### src/rtl/acc8_pkg.sv
package acc8_pkg;

  localparam int DW = 8;
  localparam int AW = 16;

  localparam logic [DW-1:0] OP_NOP   = 8'h00;
  localparam logic [DW-1:0] OP_BRK   = 8'h01;
  localparam logic [DW-1:0] OP_LDA_I = 8'h10;
  localparam logic [DW-1:0] OP_LDA_M = 8'h11;
  localparam logic [DW-1:0] OP_LDB_I = 8'h12;
  localparam logic [DW-1:0] OP_LDB_M = 8'h13;
  localparam logic [DW-1:0] OP_STA   = 8'h20;
  localparam logic [DW-1:0] OP_STB   = 8'h21;
  localparam logic [DW-1:0] OP_TAB   = 8'h30;
  localparam logic [DW-1:0] OP_TBA   = 8'h31;
  localparam logic [DW-1:0] OP_ADD_I = 8'h40;
  localparam logic [DW-1:0] OP_ADD_M = 8'h41;
  localparam logic [DW-1:0] OP_ADD_B = 8'h42;
  localparam logic [DW-1:0] OP_SUB_I = 8'h50;
  localparam logic [DW-1:0] OP_SUB_M = 8'h51;
  localparam logic [DW-1:0] OP_SUB_B = 8'h52;
  localparam logic [DW-1:0] OP_JMP   = 8'h60;

  // sequencer phases
  typedef enum logic [3:0] {
    S_FETCH, S_DECODE, S_IMM, S_IMM_EX, S_ALO, S_AHI,
    S_ALAT, S_MEM, S_MEM_EX, S_HALT
  } state_e;

  // operation class
  typedef enum logic [3:0] {
    C_NOP, C_BRK, C_LDA, C_LDB, C_STA, C_STB,
    C_TAB, C_TBA, C_ADD, C_SUB, C_JMP
  } cls_e;

  // operand source
  typedef enum logic [1:0] {M_IMP, M_IMM, M_ABS, M_REG} mode_e;

  typedef struct packed {
    cls_e  cls;
    mode_e mode;
  } dec_t;

  typedef struct packed {
    logic n;
    logic v;
    logic z;
    logic c;
  } flags_t;

endpackage

### src/rtl/acc8_rst_sync.sv
module acc8_rst_sync #(
  parameter int STAGES = 2
) (
  input  logic clk,
  input  logic rst_n,
  output logic rst_ns
);
  logic [STAGES-1:0] sync_q;

  always_ff @(posedge clk or negedge rst_n) begin
    if (!rst_n) sync_q <= '0;
    else        sync_q <= {sync_q[STAGES-2:0], 1'b1};
  end

  assign rst_ns = sync_q[STAGES-1];
endmodule

### src/rtl/acc8_decode.sv
module acc8_decode
  import acc8_pkg::*;
(
  input  logic [DW-1:0] op,
  output dec_t          dec
);
  always_comb begin
    dec = '{cls: C_NOP, mode: M_IMP};
    case (op)
      OP_BRK:   dec.cls = C_BRK;
      OP_LDA_I: dec = '{cls: C_LDA, mode: M_IMM};
      OP_LDA_M: dec = '{cls: C_LDA, mode: M_ABS};
      OP_LDB_I: dec = '{cls: C_LDB, mode: M_IMM};
      OP_LDB_M: dec = '{cls: C_LDB, mode: M_ABS};
      OP_STA:   dec = '{cls: C_STA, mode: M_ABS};
      OP_STB:   dec = '{cls: C_STB, mode: M_ABS};
      OP_TAB:   dec.cls = C_TAB;
      OP_TBA:   dec.cls = C_TBA;
      OP_ADD_I: dec = '{cls: C_ADD, mode: M_IMM};
      OP_ADD_M: dec = '{cls: C_ADD, mode: M_ABS};
      OP_ADD_B: dec = '{cls: C_ADD, mode: M_REG};
      OP_SUB_I: dec = '{cls: C_SUB, mode: M_IMM};
      OP_SUB_M: dec = '{cls: C_SUB, mode: M_ABS};
      OP_SUB_B: dec = '{cls: C_SUB, mode: M_REG};
      OP_JMP:   dec = '{cls: C_JMP, mode: M_ABS};
      default:  dec = '{cls: C_NOP, mode: M_IMP};
    endcase
  end
endmodule

### src/rtl/acc8_alu.sv
module acc8_alu
  import acc8_pkg::*;
#(
  parameter int W = DW
) (
  input  logic [W-1:0] a,
  input  logic [W-1:0] b,
  input  logic         sub,
  output logic [W-1:0] res,
  output flags_t       fl
);
  logic [W-1:0] bx;
  logic [W:0]   sum;

  always_comb begin
    bx   = sub ? ~b : b;
    sum  = {1'b0, a} + {1'b0, bx} + {{W{1'b0}}, sub};
    res  = sum[W-1:0];
    fl.c = sum[W];
    fl.z = (res == '0);
    fl.n = res[W-1];
    fl.v = (a[W-1] == bx[W-1]) && (res[W-1] != a[W-1]);
  end
endmodule

### src/rtl/acc8_core.sv
module acc8_core
  import acc8_pkg::*;
#(
  parameter logic [AW-1:0] RESET_VEC = '0
) (
  input  logic          clk,
  input  logic          rst_n,
  output logic [AW-1:0] mem_addr,
  output logic [DW-1:0] mem_wdata,
  output logic          mem_rd,
  output logic          mem_wr,
  input  logic [DW-1:0] mem_rdata,
  output logic [3:0]    flags,
  output logic          halted
);
  localparam int HW = AW - DW;

  logic rst_ns;

  state_e        state_q, state_d;
  logic [AW-1:0] pc_q, pc_d;
  logic [AW-1:0] ar_q, ar_d;
  logic [DW-1:0] ir_q, ir_d;
  logic [DW-1:0] a_q, a_d;
  logic [DW-1:0] b_q, b_d;
  flags_t        fl_q, fl_d;

  logic [DW-1:0] dec_in;
  dec_t          dec;
  logic [DW-1:0] alu_b, alu_res;
  flags_t        alu_fl;
  logic          run, exec, rd_c, wr_c;
  logic [AW-1:0] addr_c;

  acc8_rst_sync #(.STAGES(2)) u_rst (
    .clk   (clk),
    .rst_n (rst_n),
    .rst_ns(rst_ns)
  );

  // opcode is live on the read bus in the decode phase, held afterwards
  assign dec_in = (state_q == S_DECODE) ? mem_rdata : ir_q;

  acc8_decode u_dec (
    .op (dec_in),
    .dec(dec)
  );

  assign alu_b = (dec.mode == M_REG) ? b_q : mem_rdata;

  acc8_alu #(.W(DW)) u_alu (
    .a  (a_q),
    .b  (alu_b),
    .sub(dec.cls == C_SUB),
    .res(alu_res),
    .fl (alu_fl)
  );

  // clock enable: running out of reset and not stopped
  assign run = rst_ns && (state_q != S_HALT);

  always_comb begin
    state_d = state_q;
    pc_d    = pc_q;
    ar_d    = ar_q;
    ir_d    = ir_q;
    a_d     = a_q;
    b_d     = b_q;
    fl_d    = fl_q;
    addr_c  = pc_q;
    rd_c    = 1'b0;
    wr_c    = 1'b0;
    exec    = 1'b0;

    case (state_q)
      S_FETCH: begin
        rd_c    = 1'b1;
        pc_d    = pc_q + AW'(1);
        state_d = S_DECODE;
      end
      S_DECODE: begin
        ir_d = mem_rdata;
        case (dec.mode)
          M_IMM:   state_d = S_IMM;
          M_ABS:   state_d = S_ALO;
          default: begin
            exec    = 1'b1;
            state_d = S_FETCH;
          end
        endcase
      end
      S_IMM: begin
        rd_c    = 1'b1;
        pc_d    = pc_q + AW'(1);
        state_d = S_IMM_EX;
      end
      S_IMM_EX: begin
        exec    = 1'b1;
        state_d = S_FETCH;
      end
      S_ALO: begin
        rd_c    = 1'b1;
        pc_d    = pc_q + AW'(1);
        state_d = S_AHI;
      end
      S_AHI: begin
        ar_d[DW-1:0] = mem_rdata;
        rd_c         = 1'b1;
        pc_d         = pc_q + AW'(1);
        state_d      = S_ALAT;
      end
      S_ALAT: begin
        ar_d[AW-1:DW] = mem_rdata[HW-1:0];
        if (dec.cls == C_JMP) begin
          pc_d    = {mem_rdata[HW-1:0], ar_q[DW-1:0]};
          state_d = S_FETCH;
        end else begin
          state_d = S_MEM;
        end
      end
      S_MEM: begin
        addr_c = ar_q;
        if (dec.cls == C_STA || dec.cls == C_STB) begin
          wr_c    = 1'b1;
          state_d = S_FETCH;
        end else begin
          rd_c    = 1'b1;
          state_d = S_MEM_EX;
        end
      end
      S_MEM_EX: begin
        exec    = 1'b1;
        state_d = S_FETCH;
      end
      S_HALT:  state_d = S_HALT;
      default: state_d = S_FETCH;
    endcase

    if (exec) begin
      case (dec.cls)
        C_LDA: a_d = mem_rdata;
        C_LDB: b_d = mem_rdata;
        C_TAB: b_d = a_q;
        C_TBA: a_d = b_q;
        C_ADD, C_SUB: begin
          a_d  = alu_res;
          fl_d = alu_fl;
        end
        C_BRK:   state_d = S_HALT;
        default: ;
      endcase
    end
  end

  always_ff @(posedge clk or negedge rst_ns) begin
    if (!rst_ns) begin
      state_q <= S_FETCH;
      pc_q    <= RESET_VEC;
      ar_q    <= '0;
      ir_q    <= '0;
      a_q     <= '0;
      b_q     <= '0;
      fl_q    <= '0;
    end else if (run) begin
      state_q <= state_d;
      pc_q    <= pc_d;
      ar_q    <= ar_d;
      ir_q    <= ir_d;
      a_q     <= a_d;
      b_q     <= b_d;
      fl_q    <= fl_d;
    end
  end

  assign mem_addr  = addr_c;
  assign mem_wdata = (dec.cls == C_STB) ? b_q : a_q;
  assign mem_rd    = rd_c & run;
  assign mem_wr    = wr_c & run;
  assign flags     = fl_q;
  assign halted    = (state_q == S_HALT);
endmodule

### config.mk
export PLATFORM = sky130hd
export DESIGN_NAME = acc8_core
export DESIGN_NICKNAME = d
export VERILOG_FILES = /design/src/rtl/acc8_pkg.sv /design/src/rtl/acc8_rst_sync.sv /design/src/rtl/acc8_decode.sv /design/src/rtl/acc8_alu.sv /design/src/rtl/acc8_core.sv
export SDC_FILE = /design/constraint.sdc
export NUM_CORES = 1
export LEC_CHECK = 0
export ABC_AREA = 1
export BUFFER_PORTS_ARGS = -buffer_cell sky130_fd_sc_hd__buf_2
export CAP_MARGIN = 20
export CORE_MARGIN = 2
export CORE_UTILIZATION = 47
export CTS_CLUSTER_DIAMETER = 60
export DETAILED_ROUTE_END_ITERATION = 7
export GPL_ROUTABILITY_DRIVEN = 0
export PLACE_DENSITY = 0.66
export SYNTH_ARGS = -nofsm -noshare
export SYNTH_HDL_FRONTEND = slang
export SYNTH_SLANG_ARGS = --single-unit
### constraint.sdc
create_clock -name clk -period 3.8 [get_ports clk]
set_input_delay 0.19 -clock clk [delete_from_list [all_inputs] [get_ports clk]]
set_output_delay 0.19 -clock clk [all_outputs]
set_load 0.005 [all_outputs]
==> flow_summary.toml <==
[place]
dpl-instance-area_um2 = 5030
hpwl_um = 8840
placed_cells = 820
port_buffers = 40

[global_routing]
grt_busiest_layer = "met2"
grt_antenna_before_repair = 0
grt_overflow = 0
grt_util_met3_pct = 3.24
grt_pass1_vias = 4221
gr-usage-all-layers_pct = 24.8
gr-usage-met2_pct = 40.2
met1_usage_pct = 33.9
grt_max_degree = 68
grt_pass1_wl_um = 20100

[routing]
viasPerCell = 5.34
ant_nets = 0
drt_wl_total_um = 12800
dr.pass1.iters = 5
drtIter0Drc = 245
wl_per_cell_um = 15.0
dr_total_vias = 4575
drc = 0

[cts]
cts.clk_slew.worst_paths_ns = 0.08
cts_buffers = 9
clock_sinks = 66
cts_tree = "yes"
cts.htree.levels = 3
cts.root.buffer_cell = "clkbuf_8"
ctsLongestPathBuffers = 2
clkLatencyLatePin_ns = 0.36

[cells_and_area]
final_area_um2 = 5690
syn2layout_area_growth_pct = 27.0
fin_cells = 856
nFillCells = 818
mostFrequentLayoutCell = "nand2_1"
nNetsFinal = 744
drive_gt1_share_pct = 27.5
final_cell_mix = "nand2_1 (176), o21ai_0 (75), dfrtp_1 (64)"
diodes = 0

[worst_setup_path]
worstRegToRegCells = 30
r2r_slack_ns = -0.09
required_ns = 4.10
rr_startpoint = "state_q[2]$_DFFE_PN0P_"
crit_path_max_fanout = 6
crit_path_frequent_cell = "nand2_1"
critPathSlowestCell = "dfrtp_1"
end_kind = "register"
critical_path_class = "register to register"
cp-start-kind = "register"
startpoint = "state_q[2]$_DFFE_PN0P_"
worstPathArrival_ns = 4.18
reg2reg_to = "flags[1]$_DFFE_PN0P_"
slowest_delay_ns = 0.41

[floorplan]
die_area_um2 = 10300
ios = 41
design.core.area_um2 = 9240
start_util_pct = 48.5
die_w_um = 102
die_h_um = 102
rows = 35

[timing]
layout_setup_ws_ns = -0.0860
setup_viol = 1
post-route-period-util_pct = 102
worst_pin_slew_ns = 0.854
rsz0062_at_grt = "true"
max_freq_mhz = 257
finalClockSkew_ns = 0.0150
max_slew_margin_pct = 43.0
drv_slew = 0
hold_violations = 0
min_period_ns = 3.89

[synthesis]
syn-cell-area_um2 = 4480
syn_inst = 632
synth-seq-cells = 66
post_synth.cell_area_avg_um2 = 7.10
yosysSeqAreaShare_pct = 36.8
synth_cell_type_count = 43
synth.area.top_cells = "dfrtp_1 (37%), nand2_1 (16%), o21ai_0 (9.3%)"
yosysTopAreaCell = "dfrtp_1"
syn_nets = 654
yosysWarnings = 0
synth.top_cell.area_share_pct = 36.8

[hold_path]
hold_class = "input pin to async pin"

[power_and_ir_drop]
powerDensity_nw_per_um2 = 784
fin_total_pwr_mw = 4.47
p_leak_nw = 2.83
vdd_ir_drop_max_mv = 0.429

[status]
failed_checks = "setup timing"
status = "finished with violations"

[job]
drv_cap = 0
cells in the mapped netlist, drive strengths merged:
library cell and instances:
buf 8, xnor2 2, dfrtp 66, or2 2, clkbuf 10, a21boi 1
nor3 12, o21ai 101, xor2 17, o21a 1, conb 1, nor2 41
a22oi 2, nand3b 2, o32ai 1, a31oi 4, o21ba 1, a21oi 16
inv 72, o211ai 11, nand4 10, nor4 1, fa 1, a211oi 1
ha 11, o22ai 1, nand2 209, nand3 27
registers in the layout, summed over array words and instances (netlist names):
signal        count
a_q               8
ar_q             16
b_q               8
flags             4
ir_q              8
pc_q             16
state_q           4
u_rst.sync_q      2
cells by family after synthesis:
| logic type | synth area share (%) |
|---|---|
| flip-flops | 36.8 |
| adder cells (fa/ha/maj) | 3.52 |
| buffers and inverters | 8.12 |
| AO/OA/AOI/OAI | 17.0 |
| other | 0.0836 |
| AND/OR/NAND/NOR | 30.7 |
| XOR/XNOR | 3.71 |
through the flow:
step / setup slack, ns / TNS (ns) / util, % / hold slack (ns)
finish: -0.0860 / -0.0860 / 61.6 / 0.142
global route: -0.420 / -1.40 / 61.6 / 0.149
CTS: 0.00613 / 0 / 57.5 / 0.138
detailed placement: -0.136 / -0.192 / 54.4 / -0.0219
global placement: 0.0322 / 0 / 54.4 / -0.0248
floorplan: 0.0554 / 0 / - / -0.106
repair_timing:
item	CTS	global route
resized for setup	8	67
cloned	0	1
endpoints found under the hold margin	2	0
buffers inserted	0	19
pin swaps	0	36
hold buffers	1	0
setup endpoints to repair	4	9
power by group:
group,internal (mW),switching [mW],leakage (nW)
Combinational,1.02,1.47,1.90
Sequential,0.975,0.235,0.808
Clock,0.442,0.324,0.124
Total,2.44,2.03,2.83
worst max-delay path by stage:
| stage | end | slack [ns] | cells after the start |
|---|---|---|---|
| 4_1_cts | flags[1]$_DFFE_PN0P_ | 0.006 | 32 |
| 3_3_place_gp | flags[1]$_DFFE_PN0P_ | 0.03 | 29 |
| 5_1_grt | flags[1]$_DFFE_PN0P_ | -0.42 | 32 |
| 3_5_place_dp | flags[1]$_DFFE_PN0P_ | -0.14 | 30 |
| 6_report | flags[1]$_DFFE_PN0P_ | -0.09 | 30 |
| 2_1_floorplan | flags[1]$_DFFE_PN0P_ | 0.06 | 33 |
metal layers:
layer,up-vias,wire length (µm),share of wire (%)
li1,2248,-,-
met1,2193,5740,45
met2,116,6260,49
met3,18,601,4.7
met4,0,251,2.0
met5,-,0,0
area by class of cell:
class	count	area [µm²]	share of cell area [%]
clock inverters	7	125	2.20
well taps	129	161	2.83
repair buffers	97	651	11.4
multi-input cells	476	2710	47.5
inverters	72	273	4.79
flip-flops and latches	66	1650	29.0
clock buffers	9	124	2.18
worst max-delay path: cells and delay by family (launching register included):
family	cells	cell delay, ns
buffers and inverters	5	0.62
flip-flops	1	0.41
AND/OR/NAND/NOR	19	1.68
AO/OA/AOI/OAI	2	0.22
XOR/XNOR	2	0.32
adder cells (fa/ha/maj)	2	0.55
(Power assumes the default switching activity.)
